[config.mk]
export PLATFORM = sky130hd
export DESIGN_NAME = rtc_bcd_calendar
export DESIGN_NICKNAME = d
export VERILOG_FILES = /design/src/rtl/rtc_pkg.sv /design/src/rtl/rtc_prescaler.sv /design/src/rtl/rtc_time_chain.sv /design/src/rtl/rtc_date_chain.sv /design/src/rtl/rtc_bcd_calendar.sv
export SDC_FILE = /design/constraint.sdc
export NUM_CORES = 1
export LEC_CHECK = 0
export BUFFER_PORTS_ARGS = -buffer_cell sky130_fd_sc_hd__buf_2
export CORE_MARGIN = 8
export CORE_UTILIZATION = 52
export CTS_CLUSTER_SIZE = 12
export DETAILED_ROUTE_END_ITERATION = 12
export HOLD_SLACK_MARGIN = 0.12
export PLACE_DENSITY = 0.89
export SYNTH_ARGS = -nofsm -noshare
export SYNTH_HDL_FRONTEND = slang
export SYNTH_SLANG_ARGS = --single-unit
[constraint.sdc]
create_clock -name clk -period 2.8 [get_ports clk]
set_input_delay 0.28 -clock clk [delete_from_list [all_inputs] [get_ports clk]]
set_output_delay 0.28 -clock clk [all_outputs]
set_load 0.01 [all_outputs]
[src/rtl/rtc_pkg.sv]
package rtc_pkg;
  localparam int NUM_FIELDS = 7;
  localparam int ADDR_W     = 3;

  typedef enum logic [ADDR_W-1:0] {
    FLD_SEC   = 3'd0,
    FLD_MIN   = 3'd1,
    FLD_HOUR  = 3'd2,
    FLD_DOW   = 3'd3,
    FLD_DATE  = 3'd4,
    FLD_MONTH = 3'd5,
    FLD_YEAR  = 3'd6
  } fld_e;

  // two-digit BCD increment (caller handles field wrap)
  function automatic logic [7:0] bcd_inc(input logic [7:0] v);
    if (v[3:0] >= 4'd9) return {v[7:4] + 4'd1, 4'd0};
    return {v[7:4], v[3:0] + 4'd1};
  endfunction

  // year divisible by four: 10 is 2 mod 4, so check (2*tens + ones) mod 4
  function automatic logic bcd_leap(input logic [7:0] y);
    logic [4:0] t;
    t = {y[7:4], 1'b0} + {1'b0, y[3:0]};
    return t[1:0] == 2'b00;
  endfunction

  // last day of the month in BCD
  function automatic logic [7:0] bcd_month_len(input logic [7:0] m, input logic [7:0] y);
    case (m)
      8'h02:                      return bcd_leap(y) ? 8'h29 : 8'h28;
      8'h04, 8'h06, 8'h09, 8'h11: return 8'h30;
      default:                    return 8'h31;
    endcase
  endfunction
endpackage

[src/rtl/rtc_prescaler.sv]
module rtc_prescaler #(
  parameter int XTAL_DIV = 32,
  parameter int LINE_HI  = 60,
  parameter int LINE_LO  = 50
) (
  input  logic clk,
  input  logic rst_n,
  input  logic run,
  input  logic src_line,
  input  logic line_lo,
  input  logic xtal_tick,
  input  logic line_tick,
  input  logic clear,
  output logic sec_evt
);
  localparam int MAXD = (XTAL_DIV > LINE_HI) ? ((XTAL_DIV > LINE_LO) ? XTAL_DIV : LINE_LO)
                                             : ((LINE_HI > LINE_LO) ? LINE_HI : LINE_LO);
  localparam int CW = $clog2(MAXD);

  logic [CW-1:0] cnt;
  logic [CW-1:0] last;
  logic          tick;
  logic          at_last;

  always_comb begin
    if (src_line) last = line_lo ? CW'(LINE_LO - 1) : CW'(LINE_HI - 1);
    else          last = CW'(XTAL_DIV - 1);
  end

  assign tick    = src_line ? line_tick : xtal_tick;
  assign at_last = (cnt >= last);
  assign sec_evt = run && !clear && tick && at_last;

  always_ff @(posedge clk) begin
    if (!rst_n)              cnt <= '0;
    else if (!run || clear)  cnt <= '0;
    else if (tick)           cnt <= at_last ? '0 : cnt + CW'(1);
  end

  assert_hold_R4: assert property (@(posedge clk) disable iff (!rst_n)
    !run |=> (cnt == '0));
  assert_no_evt_stopped_R4: assert property (@(posedge clk) disable iff (!rst_n)
    !run |-> !sec_evt);
  assert_clear_R12: assert property (@(posedge clk) disable iff (!rst_n)
    clear |=> (cnt == '0));
  assert_src_ignore_R3: assert property (@(posedge clk) disable iff (!rst_n)
    (src_line && !line_tick) |-> !sec_evt);
endmodule

[src/rtl/rtc_time_chain.sv]
module rtc_time_chain
  import rtc_pkg::*;
(
  input  logic       clk,
  input  logic       rst_n,
  input  logic       sec_evt,
  input  logic       mode_12h,
  input  logic       wr_sec,
  input  logic       wr_min,
  input  logic       wr_hour,
  input  logic [7:0] wr_data,
  output logic [7:0] sec,
  output logic [7:0] min,
  output logic [7:0] hour,
  output logic       day_evt
);
  logic       sec_wrap, min_wrap;
  logic [7:0] sec_nx, min_nx, hour_nx;
  logic [4:0] h5, h5_inc;
  logic       pm;

  assign sec_wrap = sec_evt && (sec == 8'h59);
  assign min_wrap = sec_wrap && (min == 8'h59) && !wr_min;
  assign sec_nx   = (sec == 8'h59) ? 8'h00 : bcd_inc(sec);
  assign min_nx   = (min == 8'h59) ? 8'h00 : bcd_inc(min);

  assign h5     = hour[4:0];
  assign pm     = hour[5];
  assign h5_inc = (h5[3:0] >= 4'd9) ? 5'h10 : {h5[4], h5[3:0] + 4'd1};

  always_comb begin
    if (mode_12h) begin
      if (h5 == 5'h11)      hour_nx = {2'b00, ~pm, 5'h12};
      else if (h5 == 5'h12) hour_nx = {2'b00, pm, 5'h01};
      else                  hour_nx = {2'b00, pm, h5_inc};
      day_evt = min_wrap && !wr_hour && (h5 == 5'h11) && pm;
    end else begin
      hour_nx = (hour == 8'h23) ? 8'h00 : bcd_inc(hour);
      day_evt = min_wrap && !wr_hour && (hour == 8'h23);
    end
  end

  always_ff @(posedge clk) begin
    if (!rst_n) begin
      sec  <= 8'h00;
      min  <= 8'h00;
      hour <= 8'h00;
    end else begin
      if (wr_sec)        sec <= wr_data;
      else if (sec_evt)  sec <= sec_nx;
      if (wr_min)        min <= wr_data;
      else if (sec_wrap) min <= min_nx;
      if (wr_hour)       hour <= wr_data;
      else if (min_wrap) hour <= hour_nx;
    end
  end

  assert_sec_roll_R5: assert property (@(posedge clk) disable iff (!rst_n)
    (sec_evt && !wr_sec && sec == 8'h59) |=> (sec == 8'h00));
  assert_min_hold_R5: assert property (@(posedge clk) disable iff (!rst_n)
    (!wr_min && !sec_wrap) |=> $stable(min));
  assert_day24_R6: assert property (@(posedge clk) disable iff (!rst_n)
    (!mode_12h && min_wrap && !wr_hour && hour == 8'h23) |=> (hour == 8'h00));
  assert_pm_flip_R7: assert property (@(posedge clk) disable iff (!rst_n)
    (mode_12h && min_wrap && !wr_hour && h5 == 5'h11) |=> (hour[5] != $past(hour[5])));
  assert_hour_hold_R11: assert property (@(posedge clk) disable iff (!rst_n)
    (!wr_hour && !min_wrap) |=> $stable(hour));
endmodule

[src/rtl/rtc_date_chain.sv]
module rtc_date_chain
  import rtc_pkg::*;
(
  input  logic       clk,
  input  logic       rst_n,
  input  logic       day_evt,
  input  logic       wr_dow,
  input  logic       wr_date,
  input  logic       wr_month,
  input  logic       wr_year,
  input  logic [7:0] wr_data,
  output logic [7:0] dow,
  output logic [7:0] date,
  output logic [7:0] month,
  output logic [7:0] year
);
  logic [7:0] dim;
  logic       date_wrap, month_wrap;

  assign dim        = bcd_month_len(month, year);
  assign date_wrap  = day_evt && !wr_date && (date >= dim);
  assign month_wrap = date_wrap && !wr_month && (month >= 8'h12);

  always_ff @(posedge clk) begin
    if (!rst_n) begin
      dow   <= 8'h01;
      date  <= 8'h01;
      month <= 8'h01;
      year  <= 8'h00;
    end else begin
      if (wr_dow)          dow <= wr_data;
      else if (day_evt)    dow <= (dow >= 8'h07) ? 8'h01 : dow + 8'h01;
      if (wr_date)         date <= wr_data;
      else if (day_evt)    date <= date_wrap ? 8'h01 : bcd_inc(date);
      if (wr_month)        month <= wr_data;
      else if (date_wrap)  month <= (month >= 8'h12) ? 8'h01 : bcd_inc(month);
      if (wr_year)         year <= wr_data;
      else if (month_wrap) year <= (year == 8'h99) ? 8'h00 : bcd_inc(year);
    end
  end

  assert_dow_wrap_R8: assert property (@(posedge clk) disable iff (!rst_n)
    (day_evt && !wr_dow && dow == 8'h07) |=> (dow == 8'h01));
  assert_month_hold_R9: assert property (@(posedge clk) disable iff (!rst_n)
    (!wr_month && !date_wrap) |=> $stable(month));
  assert_leap_R10: assert property (@(posedge clk) disable iff (!rst_n)
    (day_evt && !wr_date && !wr_month && !wr_year && month == 8'h02 && date == 8'h28
     && bcd_leap(year)) |=> (date == 8'h29 && month == 8'h02));
endmodule

[src/rtl/rtc_bcd_calendar.sv]
module rtc_bcd_calendar
  import rtc_pkg::*;
#(
  parameter int XTAL_DIV = 32,
  parameter int LINE_HI  = 60,
  parameter int LINE_LO  = 50
) (
  input  logic              clk,
  input  logic              rst_n,
  input  logic              run,
  input  logic              src_line,
  input  logic              line_50,
  input  logic              xtal_tick,
  input  logic              line_tick,
  input  logic              mode_12h,
  input  logic              wr_en,
  input  logic [ADDR_W-1:0] wr_addr,
  input  logic [7:0]        wr_data,
  output logic [7:0]        sec_o,
  output logic [7:0]        min_o,
  output logic [7:0]        hour_o,
  output logic [7:0]        dow_o,
  output logic [7:0]        date_o,
  output logic [7:0]        month_o,
  output logic [7:0]        year_o
);
  logic [NUM_FIELDS-1:0] wr_hit;
  logic                  sec_evt;
  logic                  day_evt;

  for (genvar i = 0; i < NUM_FIELDS; i++) begin : g_dec
    assign wr_hit[i] = wr_en && (wr_addr == ADDR_W'(i));
  end

  rtc_prescaler #(
    .XTAL_DIV(XTAL_DIV), .LINE_HI(LINE_HI), .LINE_LO(LINE_LO)
  ) u_pre (
    .clk(clk), .rst_n(rst_n), .run(run), .src_line(src_line), .line_lo(line_50),
    .xtal_tick(xtal_tick), .line_tick(line_tick), .clear(wr_hit[FLD_SEC]),
    .sec_evt(sec_evt)
  );

  rtc_time_chain u_time (
    .clk(clk), .rst_n(rst_n), .sec_evt(sec_evt), .mode_12h(mode_12h),
    .wr_sec(wr_hit[FLD_SEC]), .wr_min(wr_hit[FLD_MIN]), .wr_hour(wr_hit[FLD_HOUR]),
    .wr_data(wr_data), .sec(sec_o), .min(min_o), .hour(hour_o), .day_evt(day_evt)
  );

  rtc_date_chain u_date (
    .clk(clk), .rst_n(rst_n), .day_evt(day_evt),
    .wr_dow(wr_hit[FLD_DOW]), .wr_date(wr_hit[FLD_DATE]),
    .wr_month(wr_hit[FLD_MONTH]), .wr_year(wr_hit[FLD_YEAR]),
    .wr_data(wr_data), .dow(dow_o), .date(date_o), .month(month_o), .year(year_o)
  );

  assert_wr_year_R11: assert property (@(posedge clk) disable iff (!rst_n)
    (wr_en && wr_addr == FLD_YEAR) |=> (year_o == $past(wr_data)));
  assert_wr_sec_R11: assert property (@(posedge clk) disable iff (!rst_n)
    (wr_en && wr_addr == FLD_SEC) |=> (sec_o == $past(wr_data)));
  assert_day_onehot_R8: assert property (@(posedge clk) disable iff (!rst_n)
    day_evt |-> sec_evt);
endmodule

### After elaboration in Yosys (flattened, before gate mapping)

Cells that the tools add are included.

* add/subtract/negate cells: 15
* multiply operators: 0
* div/mod/pow operators: 0
* magnitude comparators: 10
* eq/ne operators: 19
* shifts and indexed selects: 0
* muxes and demuxes: 60
* bitwise gates (word level): 2
* reduce and logical (&&, ||, !) cells: 53

Operator list (number)
* $mux 8: 35
* $add 4x1->4 const B: 12
* $ge 4x4->1 const B: 6
* $logic_and 1x1->1: 21
* $mux 1: 19
* $eq 8x3->1 const B: 2
* $eq 8x7->1 const B: 2
* $pmux 8 s2: 1
* $reduce_bool 3->1: 5
* $reduce_bool 2->1: 7
* $mux 6: 2
* $reduce_and 2->1: 6
* $eq 5x5->1 const B: 2
* $mux 5: 2
* $eq 3x3->1 const B: 3
* $add 8x1->8 const B: 1
* $eq 8x2->1 const B: 1
* $eq 8x4->1 const B: 1
* $eq 8x5->1 const B: 1
* $eq 8x6->1 const B: 1
* $eq 8x8->1 const B: 1
* $ge 8x3->1 const B: 1
* $ge 8x5->1 const B: 1
* $ge 8x8->1: 1
* other kinds (17): 25

* register bits after elaboration: 62
* bits in latches: 0
* bits in writable memories: 0
* ROM bits: 0
* input port bits: 20
* output and inout port bits: 56
* logic and storage cells: 175
* memories: 0

### Longest topological paths before layout

Gate-level depths: netlist of run 1.

* depth in word-level cells: 24
* gate-level depth with buffers: 15
* mapped depth without buffers: 15

### Hierarchy

Synthesis of run 1 repeated with hierarchy kept, for this count alone.

* cell total of the unflattened synthesis: 543
* area, all modules: 4516.8 um^2

By module, submodules not included
* rtc_date_chain: instances 1, cells each 266, area an instance 2174.6 um^2, seq. area each 640.6 um^2
* rtc_time_chain: instances 1, cells each 223, area an instance 1810.5 um^2, seq. area each 480.5 um^2
* rtc_prescaler: instances 1, cells each 47, area an instance 445.4 um^2, seq. area each 120.1 um^2
* rtc_bcd_calendar: instances 1, cells each 7, area an instance 86.3 um^2, seq. area each 0.0 um^2

### Worst setup path before layout of run 1

No wires, ideal clock.

* kind: register to register
* from: register u_date.month[4]
* to: register u_date.date[4]
* library setup time: 74 ps
* data arrival time: 2869 ps
* data required time: 2726 ps
* slack: -143 ps
* stages on the path, launching flop included: 15
* buffers on the path: 0
* period minus slack after synthesis: 2943 ps
* cell sequence: dfxtp_1 inv_1 ha_1 mux2_2 nand2_1 o21ai_0 nand2_1 nand2_1 o31ai_1 ha_1 nor4b_1 o21ai_0 or2_2 or4_1 a31oi_1

* word-level cells in the longest chain between the ends: 8
* elaborated cells on any way between the ends: 14
* classes of those cells: 1 x order compare; 5 x eq/ne; 4 x mux; 4 x reduce/logical

Ends and longest elaborated chain
* from (decl): line rtc_date_chain.sv:14 `output logic [7:0] month,`
* from (signal assigned): line rtc_date_chain.sv:35 `if (wr_month) month <= wr_data;`
* from (signal assigned): line rtc_date_chain.sv:36 `else if (date_wrap) month <= (month >= 8'h12) ? 8'h01 : bcd_inc(month);`
* $eq 8x3->1, or another cell as far along: line rtc_pkg.sv:30 `case (m)`
* $reduce_or 4->1: line rtc_pkg.sv:30
* $pmux 8 s2 *: line rtc_pkg.sv:30
* $ge 8x8->1 *: line rtc_date_chain.sv:21 `assign date_wrap = day_evt && !wr_date && (date >= dim);`
* $logic_and 1x1->1 *: line rtc_date_chain.sv:21
* $mux 8 (2 in series): line rtc_date_chain.sv:34 `else if (day_evt) date <= date_wrap ? 8'h01 : bcd_inc(date);`
* $mux 8: line rtc_date_chain.sv:33 `if (wr_date) date <= wr_data;`
* to (signal assigned): line rtc_date_chain.sv:33
* to (signal assigned): line rtc_date_chain.sv:34
* to (decl): line rtc_date_chain.sv:13 `output logic [7:0] date,`

Mark *: on every way between the ends. The rest lies on a longest branch, timed or not. The select of a mux whose other input is x is not followed.
A chain may end at the register's enable or synchronous reset.

### Final worst setup path of run 1

* from: register u_date.month[5]
* to: register u_date.year[6]

* word-level cells in the longest chain between the ends: 9
* elaborated cells on any way between the ends: 14
* classes of those cells: 2 x order compare; 5 x eq/ne; 1 x mux; 6 x reduce/logical

Ends and longest elaborated chain
* $eq 8x3->1, or another cell as far along: line rtc_pkg.sv:30
* $reduce_or 4->1: line rtc_pkg.sv:30
* $pmux 8 s2: line rtc_pkg.sv:30
* $ge 8x8->1: line rtc_date_chain.sv:21
* $logic_and 1x1->1: line rtc_date_chain.sv:21
* $logic_and 1x1->1: line rtc_date_chain.sv:22 `assign month_wrap = date_wrap && !wr_month && (month >= 8'h12);`
* $logic_and 1x1->1 *: line rtc_date_chain.sv:22
* $reduce_bool 2->1 (no line) *
* $reduce_and 2->1 (no line) *
* to (signal assigned): line rtc_date_chain.sv:37 `if (wr_year) year <= wr_data;`
* to (signal assigned): line rtc_date_chain.sv:38 `else if (month_wrap) year <= (year == 8'h99) ? 8'h00 : bcd_inc(year);`
* to (decl): line rtc_date_chain.sv:15 `output logic [7:0] year`

Mark *: on every way between the ends. The rest lies on a longest branch, timed or not.

==> results of run 1 <==
stage by stage:
step / power, mW / TNS (ns) / utilization [%] / cell area, um2 / hold WS (ns)
5_1_grt: 2.235 / -2.143 / 65.36 / 5398 / 0.2705
3_5_place_dp: 1.263 / -2.963 / 61.21 / 5055 / 0.4945
4_1_cts: 2.146 / -0.02973 / 64.62 / 5336 / 0.2504
6_report: 2.165 / -0.2067 / 65.36 / 5398 / 0.2546
3_3_place_gp: 1.250 / -0.2682 / 61.21 / 5055 / 0.4784
2_1_floorplan: 1.141 / 0 / - / 4447 / 0.4124
cell usage after synthesis, drive strengths merged, types with 3 or more instances:
| master | count |
|---|---|
| a211oi | 8 |
| a21o | 4 |
| a21oi | 37 |
| a221oi | 3 |
| a22oi | 4 |
| a31oi | 10 |
| and2 | 5 |
| and3 | 7 |
| and4bb | 3 |
| clkbuf | 20 |
| dfxtp | 62 |
| ha | 40 |
| inv | 29 |
| mux2i | 8 |
| nand2 | 64 |
| nand3 | 46 |
| nand3b | 3 |
| nand4 | 10 |
| nand4b | 4 |
| nor2 | 46 |
| nor2b | 7 |
| nor3 | 20 |
| nor4 | 8 |
| nor4b | 3 |
| o211ai | 5 |
| o21ai | 42 |
| o22ai | 5 |
| o31a | 4 |
| o31ai | 11 |
| o41ai | 4 |
| or2 | 5 |
| or3 | 3 |
| or4 | 6 |
| xnor2 | 3 |
| xor2 | 8 |
sequential cells by signal (all words and copies together) (netlist names):
signal	flops
u_time.hour	8
u_date.month	8
u_date.year	8
u_date.date	8
u_date.dow	8
u_time.min	8
u_time.sec	8
u_pre.cnt	6
cell type report:
class / instances / area, um2
Sequential cell: 62 / 1251
Fill cell: 707 / 2860
Multi-Input combinational cell: 467 / 3104
Clock inverter: 4 / 70.07
Tap cell: 105 / 131.4
Timing Repair Buffer: 102 / 581.8
Clock buffer: 12 / 145.1
Inverter: 29 / 113.9
layer usage:
layer	routed length, um	vias to the layer above	part of all wire (%)	track usage, %
li1	-	2331	-	-
met1	5412	2345	38	27.95
met2	6731	279	47	39.84
met3	1517	64	11	5.830
met4	563	0	4.0	13.59
met5	0	-	0	0
cell families after synthesis:
kind of cell               count (synthesis)  share of synthesized area (%)
DFF                                       62                          28.00
adders and majority gates                 40                          11.29
AOI/OAI and AO/OA                        158                          23.00
xor gates and xnor gates                  11                          2.173
buffers and inverters                     51                          4.572
muxes                                      9                          2.060
and+or+nand+nor                          249                          28.90
where the power goes:
part	internal [mW]	total, mW	switching [mW]
sequential	0.908	0.949	0.0411
combinational	0.126	0.320	0.194
clock	0.524	0.897	0.373
worst min-delay path, stage by stage:
cell     delay, ns
buf_2         0.16
nand2_1       0.07
a21oi_1       0.05
path summary, 6_finish.rpt:
| path | to | slack [ns] |
|---|---|---|
| max | u_date.year[6]$_SDFFE_PN0P_ | -0.09 |
| min | u_date.date[7]$_SDFFE_PN0P_ | 0.25 |
| max reg2reg | u_date.year[6]$_SDFFE_PN0P_ | -0.09 |
| min reg2reg | u_date.month[6]$_SDFFE_PN0P_ | 0.50 |
what timing repair did:
action | CTS | global route
gates resized for setup | 16 | 17
pin swaps | 10 | 14
endpoints found under the setup margin | 19 | 22
buffers inserted | 1 | 0
==> results_dict.tcl, run 1 <==
set metrics [dict create \
    status "finished with violations" \
    violations "negative setup slack" \
    portBuffers 75 \
    synth_edf_count 0 \
    cts_buffer_depth 2 \
    skew_ns 0.009186 \
    clock-sinks 62 \
    crit_path_end_kind "register" \
    ctsHoldBuffers 0 \
    hold_viol 0 \
    tritoncts "yes" \
    crit_buf_inv 1 \
    drive_gt1_share_pct 23.22 \
    yosys_warnings 0 \
    ff2ff_path_depth 13 \
    seq_area_frac_synth_pct 28.00 \
    avgSynthCellArea_um2 7.643 \
    critPathMaxFanout 4 \
    cap_violations 0 \
    core_area_um2 8258 \
    startpoint "u_date.month[5]$_SDFFE_PN0P_" \
    setup_viol 3 \
    first_pass_iters 5 \
    synth_cells 580 \
    overflow 0 \
    die_area_um2 11740 \
    syn_area_um2 4433 \
    rows 33 \
    vias 5019 \
    worstPathCellList "inv_4 > ha_4 > nor2b_4 > o211ai_1 > o21ai_2 > a21oi_1 > ha_1 > a21oi_1 > nor2b_1 > o211ai_1 > or4_4 > or4_4 > nand3_2" \
    synthFlopType "dfxtp_1" \
    clk_latency_ns 0.36 \
    p_per_area_nw_per_um2 401.2 \
    hp-start "wr_data[7]" \
    setup_slack_ns -0.08605 \
    critical_path.slowest_cell "or4_4" \
    grt_max_degree 28 \
    finalCritPeriodShare_pct 103.1 \
    wl_per_cell_um 18.21 \
    avgViaCountPerCell 6.426 \
    final_cell_mix "75 x buf_2, 63 x nand2_1, 58 x dfxtp_1" \
    drtIter0Drc 482 \
    critical-path-max-stage-delay_ns 0.48 \
    antenna_found_initial 0 \
    timing.fmax_mhz 346.5 \
    fin_nets 731 \
    yosysTopAreaCell "dfxtp_1" \
    synth_top_area_share_pct 28.00 \
    synth_area_leaders "dfxtp_1 28%, ha_1 11%, nand2_1 5.4%, nand3_1 5.2%, o21ai_0 4.6%" \
    slew_viol_final 0 \
    hp-class "input pin to register" \
    cp.depth 13 \
    drc 0 \
    rsz0062_at_grt "yes" \
    fp.dieH_um 108.3 \
    critPathKind "register to register" \
    die_w_um 108.3 \
    crit_arrival_ns 3.19 \
    dp_hpwl_mm 10.11 \
    p_leak_nw 2.250 \
    clk_pin_slew_ns 0.07 \
    whs_path_depth 3 \
    cts_root_buf "clkbuf_8" \
    synth_seq_cells 62 \
    peakVddDrop_uv 377.4 \
    cp-start-kind "register" \
    timing.rr.start "u_date.month[5]$_SDFFE_PN0P_" \
    syn_to_final_growth_pct 21.76 \
    routed_wirelength_mm 14.23 \
    critPathTopFamily "simple AND/OR/NAND/NOR gates" \
    start_util_pct 53.68 \
    grt_pass1_vias 4908 \
    n_antenna_cell 0 \
    grt_usage_pct 24.07 \
    max_slew_margin_pct 50.45 \
    crit_required_ns 3.11 \
    yosysUniqueCellTypes 64 \
    worstMarginPinSlew_ns 0.7412 \
    htreeDepth 3 \
    gp_congestion 0.9292 \
    dpl.cell_count 764 \
    synth_nets 640 \
    pin_count 76 \
    ant_nets 0 \
    layout_commonest_cell "buf_2" \
    cts_buffers 9 \
    min_period_ns 2.886 \
    ys_async_sr_fraction_pct 0 \
    final_cell_count_no_fill 781 \
    pre_cts_ws_ns -0.2632 \
    grt_pass1_wl_mm 23.08 \
]
No activity file was read; power rests on OpenSTA's default activity.
==> run 2: changes to the inputs <==
--- a/config.mk
+++ b/config.mk
@@ -8,6 +8,7 @@
 export BUFFER_PORTS_ARGS = -buffer_cell sky130_fd_sc_hd__buf_2
 export CORE_MARGIN = 8
 export CORE_UTILIZATION = 52
+export CTS_BUF_LIST = sky130_fd_sc_hd__clkbuf_16
 export CTS_CLUSTER_SIZE = 12
 export DETAILED_ROUTE_END_ITERATION = 12
 export HOLD_SLACK_MARGIN = 0.12
@@ -15,3 +16,4 @@
 export SYNTH_ARGS = -nofsm -noshare
 export SYNTH_HDL_FRONTEND = slang
 export SYNTH_SLANG_ARGS = --single-unit
+export TNS_END_PERCENT = 100
==> results_dict.tcl, run 2 (synthesis gave the netlist of run 1 again) <==
set metrics [dict create \
    power_frac_comb_pct 13.2 \
    cp-start-kind "register" \
    portBuffers 75 \
    die_w_um 108.3 \
    overflow 0 \
    p_leak_nw 2.298 \
    violations "negative setup slack" \
    rows 33 \
    drtIter0Drc 487 \
    die_area_um2 11740 \
    hold_viol 0 \
    first_pass_iters 7 \
    slew_viol_final 0 \
    crit_path_end_kind "register" \
    gp_congestion 0.9292 \
    dp_hpwl_mm 10.11 \
    n_antenna_cell 0 \
    pin_count 76 \
    grt_pass1_wl_mm 23.38 \
    final_cell_mix "75 x buf_2, 63 x nand2_1, 58 x dfxtp_1" \
    core_area_um2 8258 \
    dpl.cell_count 764 \
    min_period_ns 2.923 \
    power_frac_seq_pct 39.0 \
    skew_ns 0.006734 \
    cap_violations 0 \
    place_area_um2 5055 \
    status "finished with violations" \
    fillers 699 \
    start_util_pct 53.68 \
    syn_to_final_growth_pct 23.93 \
    clk_pin_slew_ns 0.06 \
    p_per_area_nw_per_um2 444.3 \
    grt_max_degree 28 \
    p_clk_share_pct 47.8 \
    cts_buffer_depth 2 \
    hp-start "wr_data[7]" \
    htreeDepth 3 \
    routed_wirelength_mm 14.56 \
    crit_required_ns 3.08 \
    clk_latency_ns 0.33 \
    setup_viol 7 \
    wl_per_cell_um 18.61 \
    final_cell_count_no_fill 782 \
    antenna_found_initial 0 \
    post-route-util_pct 66.53 \
    ctsHoldBuffers 0 \
    setup_slack_ns -0.1225 \
    peakVddDrop_uv 357.0 \
    tritoncts "yes" \
    ant_nets 0 \
    clock-sinks 62 \
    worstMarginPinSlew_ns 0.7356 \
    grt_pass1_vias 4924 \
    grt_usage_pct 24.38 \
    critPathKind "register to register" \
    critPathMaxFanout 4 \
    timing.fmax_mhz 342.2 \
    drive_gt1_share_pct 23.19 \
    cts_root_buf "clkbuf_16" \
    timing.rr.start "u_date.month[5]$_SDFFE_PN0P_" \
    finalCritPeriodShare_pct 104.4 \
    hp-class "input pin to register" \
    p_int_mw 1.802 \
    avgViaCountPerCell 6.488 \
    startpoint "u_date.month[5]$_SDFFE_PN0P_" \
    fp.dieH_um 108.3 \
    p_sw_share_pct 26.18 \
    drc 0 \
    vias 5074 \
    cts_buffers 9 \
    p_sw_mw 0.6392 \
    layout_commonest_cell "buf_2" \
    fin_nets 732 \
    rsz0062_at_grt "yes" \
    fin_area_um2 5494 \
    crit_arrival_ns 3.20 \
    max_slew_margin_pct 50.83 \
]
-- run 2: changes by cell type in the layout (fill, tap and decap cells not counted), sizes merged --
cell,before,now
buf,102,103
clkbuf,12,9
clkinv,2,3
inv,29,31
-- run 2: final cells by class --
| type | count | area, um2 | share of cell area, % |
|---|---|---|---|
| multi-input combinational | 467 | 3104 | 56.50 |
| sequential | 62 | 1249 | 22.73 |
| timing repair buffer | 103 | 589.3 | 10.73 |
| clock buffer | 9 | 225.2 | 4.099 |
| tap | 105 | 131.4 | 2.391 |
| inverter | 29 | 113.9 | 2.072 |
| clock inverter | 7 | 81.33 | 1.480 |
-- run 2: power by group through the flow --
stage	Sequential [mW]	Combinational (mW)	Clock, mW
3_3_place_gp	0.964	0.286	0
3_5_place_dp	0.966	0.297	0
6_report	0.953	0.321	1.17
4_1_cts	0.950	0.305	1.17
5_1_grt	0.956	0.350	1.21
2_1_floorplan	0.972	0.169	0
-- run 2: layer usage --
metal	vias to the layer above	wire, um	track usage, %	share of wire, %
met3	52	1391	4.462	9.6
met2	319	7059	41.19	48
li1	2333	-	-	-
met1	2370	5609	28.48	39
met5	-	0	0	0
met4	0	495	13.78	3.4
-- run 2: metrics by stage --
step                power [mW]  TNS (ns)  hold WS, ns  setup WS (ns)
finish                   2.441   -0.3253       0.2834        -0.1225
global route             2.517    -1.987       0.2994        -0.2268
CTS                      2.424  -0.01282       0.2754       -0.01282
detailed placement       1.263    -2.963       0.4945        -0.2632
global placement         1.250   -0.2682       0.4784       -0.06923
floorplan                1.141         0       0.4124       0.009776
-- run 2: what timing repair did --
action,CTS,global route
resized for setup,16,16
pin swaps,4,13
setup endpoints to repair,19,20
buffers inserted,1,1
-- run 2: final timing paths --
path / depth (start not counted) / to / slack, ns
worst max-delay path: 13 / u_date.year[6]$_SDFFE_PN0P_ / -0.12
worst min register to register: 2 / u_date.month[6]$_SDFFE_PN0P_ / 0.50
worst min-delay path: 3 / u_date.date[7]$_SDFFE_PN0P_ / 0.28
worst max register to register: 13 / u_date.year[6]$_SDFFE_PN0P_ / -0.12
-- run 2: worst max-delay path, cell delays in order (launching register included) --
cell and delay [ns]:
dfxtp_2 0.33, inv_4 0.08, ha_4 0.13, nor2b_4 0.14, o211ai_1 0.11, o21ai_2 0.10
a21oi_1 0.09, ha_1 0.30, a21oi_1 0.07, nor2b_1 0.31, o211ai_1 0.22, or4_4 0.48
or4_4 0.43, nand3_1 0.09
